### config.mk
export PLATFORM = sky130hd
export DESIGN_NAME = utf16_surrogate_repair
export DESIGN_NICKNAME = d
export VERILOG_FILES = /design/src/rtl/utf16_fix_pkg.sv /design/src/rtl/u16_classify.sv /design/src/rtl/u16_repair_mask.sv /design/src/rtl/u16_lane_blend.sv /design/src/rtl/utf16_surrogate_repair.sv
export SDC_FILE = /design/constraint.sdc
export NUM_CORES = 1
export LEC_CHECK = 0
export BUFFER_PORTS_ARGS = -buffer_cell sky130_fd_sc_hd__buf_2
export CAP_MARGIN = 5
export CORE_MARGIN = 5
export CORE_UTILIZATION = 30
export CTS_CLUSTER_SIZE = 16
export DETAILED_ROUTE_END_ITERATION = 8
export SETUP_SLACK_MARGIN = 0.1
export SLEW_MARGIN = 20
export SYNTH_ARGS = -nofsm -noshare
export SYNTH_HDL_FRONTEND = slang
export SYNTH_SLANG_ARGS = --single-unit
### constraint.sdc
create_clock -name clk -period 2.1 [get_ports clk]
set_input_delay 0.315 -clock clk [delete_from_list [all_inputs] [get_ports clk]]
set_output_delay 0.315 -clock clk [all_outputs]
set_load 0.1 [all_outputs]
### src/rtl/utf16_fix_pkg.sv
package utf16_fix_pkg;

    localparam int          UNIT_W   = 16;
    localparam logic [15:0] SUR_MASK = 16'hFC00;
    localparam logic [15:0] HI_TAG   = 16'hD800;
    localparam logic [15:0] LO_TAG   = 16'hDC00;
    localparam logic [15:0] REPL     = 16'hFFFD;

    typedef enum logic [1:0] {
        CLS_PLAIN = 2'd0,
        CLS_HIGH  = 2'd1,
        CLS_LOW   = 2'd2
    } unit_cls_e;

    function automatic unit_cls_e classify(input logic [15:0] u);
        if ((u & SUR_MASK) == HI_TAG)      return CLS_HIGH;
        else if ((u & SUR_MASK) == LO_TAG) return CLS_LOW;
        else                               return CLS_PLAIN;
    endfunction

    function automatic logic is_high(input logic [15:0] u);
        return classify(u) == CLS_HIGH;
    endfunction

    function automatic logic is_low(input logic [15:0] u);
        return classify(u) == CLS_LOW;
    endfunction

endpackage

### src/rtl/u16_classify.sv
module u16_classify
    import utf16_fix_pkg::*;
#(
    parameter int LANES = 4
) (
    input  logic [LANES*UNIT_W-1:0] units,
    output logic [LANES-1:0]        hi_vec,
    output logic [LANES-1:0]        lo_vec
);
    for (genvar i = 0; i < LANES; i++) begin : g_lane
        unit_cls_e cls;
        assign cls       = classify(units[i*UNIT_W +: UNIT_W]);
        assign hi_vec[i] = (cls == CLS_HIGH);
        assign lo_vec[i] = (cls == CLS_LOW);
    end
endmodule

### src/rtl/u16_repair_mask.sv
module u16_repair_mask #(
    parameter int LANES = 4
) (
    input  logic [LANES-1:0] hi_vec,
    input  logic [LANES-1:0] lo_vec,
    input  logic             prev_hi,
    input  logic             next_lo,
    output logic [LANES-1:0] fix_mask,
    output logic             clean
);
    logic [LANES-1:0] lb_hi;
    logic [LANES-1:0] nx_lo;

    for (genvar i = 0; i < LANES; i++) begin : g_nbr
        if (i == 0) begin : g_first
            assign lb_hi[i] = prev_hi;
        end else begin : g_mid_lb
            assign lb_hi[i] = hi_vec[i-1];
        end
        if (i == LANES - 1) begin : g_lastl
            assign nx_lo[i] = next_lo;
        end else begin : g_mid_nx
            assign nx_lo[i] = lo_vec[i+1];
        end
    end

    logic [LANES-1:0] hi_err;
    logic [LANES-1:0] lo_err;

    assign hi_err   = hi_vec & ~nx_lo;
    assign lo_err   = lo_vec & ~lb_hi;
    assign fix_mask = hi_err | lo_err;

    assign clean = (({hi_vec[LANES-1], lb_hi} ^ {next_lo, lo_vec}) == '0);
endmodule

### src/rtl/u16_lane_blend.sv
module u16_lane_blend
    import utf16_fix_pkg::*;
#(
    parameter int LANES = 4
) (
    input  logic [LANES*UNIT_W-1:0] din,
    input  logic [LANES-1:0]        fix_mask,
    input  logic                    clean,
    output logic [LANES*UNIT_W-1:0] dout
);
    for (genvar i = 0; i < LANES; i++) begin : g_lane
        assign dout[i*UNIT_W +: UNIT_W] = (!clean && fix_mask[i]) ? REPL
                                          : din[i*UNIT_W +: UNIT_W];
    end
endmodule

### src/rtl/utf16_surrogate_repair.sv
module utf16_surrogate_repair
    import utf16_fix_pkg::*;
#(
    parameter int LANES = 4
) (
    input  logic                    clk,
    input  logic                    rst,
    input  logic                    in_valid,
    output logic                    in_ready,
    input  logic [LANES*UNIT_W-1:0] in_data,
    input  logic                    in_last,
    output logic                    out_valid,
    input  logic                    out_ready,
    output logic [LANES*UNIT_W-1:0] out_data,
    output logic                    out_last,
    output logic [LANES-1:0]        out_fix_mask,
    output logic                    err_flag
);
    localparam int W = LANES * UNIT_W;

    typedef struct packed {
        logic [W-1:0] data;
        logic         last;
        logic         first;
        logic         prev_hi;
    } hold_t;

    hold_t            hold_q;
    hold_t            hold_d;
    logic             hold_vld;
    logic [LANES-1:0] h_hi;
    logic [LANES-1:0] h_lo;
    logic [LANES-1:0] fix_mask;
    logic             clean;
    logic [W-1:0]     fixed;
    logic             next_lo;
    logic             o_free;
    logic             advance;
    logic             take;
    logic             mid_stream;

    logic             o_vld;
    logic [W-1:0]     o_data;
    logic [LANES-1:0] o_mask;
    logic             o_last;
    logic             err_q;

    u16_classify #(.LANES(LANES)) u_cls (
        .units  (hold_q.data),
        .hi_vec (h_hi),
        .lo_vec (h_lo)
    );

    assign next_lo = !hold_q.last && is_low(in_data[UNIT_W-1:0]);

    u16_repair_mask #(.LANES(LANES)) u_mask (
        .hi_vec   (h_hi),
        .lo_vec   (h_lo),
        .prev_hi  (hold_q.prev_hi),
        .next_lo  (next_lo),
        .fix_mask (fix_mask),
        .clean    (clean)
    );

    u16_lane_blend #(.LANES(LANES)) u_blend (
        .din      (hold_q.data),
        .fix_mask (fix_mask),
        .clean    (clean),
        .dout     (fixed)
    );

    assign o_free     = !o_vld || out_ready;
    assign advance    = hold_vld && (hold_q.last || in_valid) && o_free;
    assign in_ready   = !hold_vld || advance;
    assign take       = in_valid && in_ready;
    assign mid_stream = hold_vld && !hold_q.last;

    always_comb begin
        hold_d.data    = in_data;
        hold_d.last    = in_last;
        hold_d.first   = !mid_stream;
        hold_d.prev_hi = mid_stream && h_hi[LANES-1];
    end

    always_ff @(posedge clk) begin
        if (rst) begin
            hold_vld <= 1'b0;
            hold_q   <= '0;
        end else if (take) begin
            hold_vld <= 1'b1;
            hold_q   <= hold_d;
        end else if (advance) begin
            hold_vld <= 1'b0;
        end
    end

    always_ff @(posedge clk) begin
        if (rst) begin
            o_vld  <= 1'b0;
            o_data <= '0;
            o_mask <= '0;
            o_last <= 1'b0;
            err_q  <= 1'b0;
        end else if (advance) begin
            o_vld  <= 1'b1;
            o_data <= fixed;
            o_mask <= fix_mask;
            o_last <= hold_q.last;
            err_q  <= hold_q.first ? (|fix_mask) : (err_q || (|fix_mask));
        end else if (out_ready) begin
            o_vld  <= 1'b0;
        end
    end

    assign out_valid    = o_vld;
    assign out_data     = o_data;
    assign out_fix_mask = o_mask;
    assign out_last     = o_last;
    assign err_flag     = err_q;
endmodule

==> out/results.ini <==
[logic_synthesis]
synth_seq_cells=139
netlist.area_leader.share_pct=46.5
synthesis.area_mm2=0.00598
synth_warnings=0
ys_seq_area_share_pct=46.5
synth-edff-count=0
syn_nets=751
yosysTopAreaCell=dfxtp_1
async_reset_ff_share_pct=0
avgSynthCellArea_um2=8.88
synth_area_leaders=dfxtp_1, a21oi_1, a211oi_2
synth.distinct_cells=35
ys.flop_type=dfxtp_1
synthCells=674

[detailed_routing]
drc=0
drt_iter0_drc=341
avgViaCountPerCell=5.28
first_pass_iters=6
ant_nets=0
wl_per_cell_um=18.6
vias=5658
wirelength_mm=20.0

[die]
coreArea_mm2=0.0195
die_w_um=151
die_y_um=151
dieArea_mm2=0.0229
rows=51
floorplan.initialDensity_pct=30.6
io_pins=141

[min_path]
min_from=in_data[54]
hp-class=primary input to flip-flop
min_delay_path_depth=3
min_to=hold_q[57]

[finish]
diodes=0
layout_commonest_cell=buf_2
nets=871
layout_common_cells=buf_2, dfxtp_1, a21oi_1
post-route-cell-area_mm2=0.00801
area_growth_pct=33.8
layout-drive-gt1-share_pct=36.7

[status]
outcome=completed

[timing]
timing.hold.ws_ns=0.139
setup_viol=0
finalHoldViolations=0
timing.final.crit_period_ns=2.05
drv_slew=0
fmax_ghz=0.488
rsz0062_at_grt=yes
final.setup_skew_ns=0.00790
fin_setup_tns_ns=0
period_share_pct=97.6
setup_slack_ns=0.0504
slew-limit-headroom_pct=52.2
worst_slew_pin_slew_ns=0.716

[worst_setup_path]
reg2reg_from=hold_q[65]
endpoint_kind=flip-flop
arrival_ns=2.38
start_kind=flip-flop
r2r_end=out_data[9]
reg2regPathDepth=8
regToRegSetupSlack_ns=0.05
critPathMaxFanout=8
crit_type=flip-flop to flip-flop
crit_required_ns=2.43

[placed_design]
port_buffers=140
globalplace.congestion=0.799
placed_area_mm2=0.00705
pre_cts_slack_ns=-0.102
dp_hpwl_mm=12.7

[grt]
track_usage_pct=17.1
grt_max_degree=74
grt_pass1_vias=5539
overflow=0
grt_pass1_wl_mm=30.8
antenna_found_initial=1

[clock_network]
clkTransAtPathRegs_ns=0.06
tritoncts=yes
cts-root-buf=clkbuf_16
ctsHoldBuffers=0
cts_made_buffers=17
clock_latency_ns=0.42
cts_buffer_depth=2
htreeDepth=4
cts.sinks=139

[power]
p_total_mw=7.60
ir_drop_mv=0.555
total_leakage_power_nw=3.22
p_per_area_mw_per_mm2=949

[run]
maxCapViolCount=0

## metal layers
metal  vias to the layer above  share of wire (%)  GRT usage, %
li1                       2736                  -             -
met1                      2707                 45          23.5
met2                       193                 47          26.9
met3                        20                6.7          4.46
met4                         2               0.80          4.22
met5                         -              0.055             0
## logic make-up after synthesis
| logic type | Yosys count | share of synthesized area [%] |
|---|---|---|
| fa+ha+maj | 8 | 1.67 |
| simple gates | 160 | 13.7 |
| compound gates | 282 | 31.1 |
| flops | 139 | 46.5 |
| buf+inv | 85 | 6.94 |
## registers in the layout (all words and copies together), names as in the netlist
register,flops
out_valid,1
hold_q,67
hold_vld,1
out_last,1
out_data,64
out_fix_mask,4
err_flag,1
## where the power goes
part	leakage (nW)	switching, mW	internal, mW
Combinational	1.76	1.13	0.358
Sequential	1.14	0.102	2.81
Clock	0.306	1.15	2.04
Total	3.21	2.39	5.21
## cell type report
| cell class | count | area [µm²] |
|---|---|---|
| flip-flops and latches | 139 | 2790 |
| multi-input cells | 450 | 3000 |
| repair buffers | 178 | 1230 |
| inverters | 8 | 30.0 |
| fillers | 1979 | 11500 |
| clock inverters | 12 | 169 |
| well taps | 265 | 332 |
| clock buffers | 20 | 457 |
## worst max-delay path by stage
stage                     slack [ns]            to        start
after floorplan                 0.10  out_data[52]   hold_q[65]
after global placement         -0.06   out_data[1]  in_data[13]
after detailed placement       -0.10  out_data[35]  in_data[13]
after CTS                       0.06   out_data[1]    hold_q[2]
after global routing           -0.03  out_data[53]   hold_q[47]
final                           0.05   out_data[9]   hold_q[65]
## through the flow
step	util, %	instances
after floorplan	-	674
after global placement	36.1	1033
after detailed placement	36.1	1033
after CTS	39.7	1067
after global routing	41.0	1072
final	41.0	1072
## repair_timing
action,CTS,global route
cloned,1,2
pin swaps,3,18
endpoints found under the hold margin,0,0
setup buffers,1,3
gates resized for setup,9,33
setup endpoints to repair,65,66
## critical path, stage by stage (launching register included)
cell	delay [ns]
dfxtp_2	0.34
nor2b_4	0.13
nand4_1	0.15
or2_4	0.31
ha_4	0.24
and4_4	0.21
a21o_4	0.23
clkbuf_16	0.17
a211oi_1	0.19
## synthesized netlist by cell type, types with 8 or more instances
library cell,count
ha_1,8
nor2_1,14
o21ai_1,13
clkbuf_1,25
dfxtp_1,139
buf_2,32
o21ai_0,53
buf_4,11
a211oi_2,36
nor3_1,56
a211oi_1,26
a21oi_1,133
nand3_1,65
(Power assumes the default switching activity.)
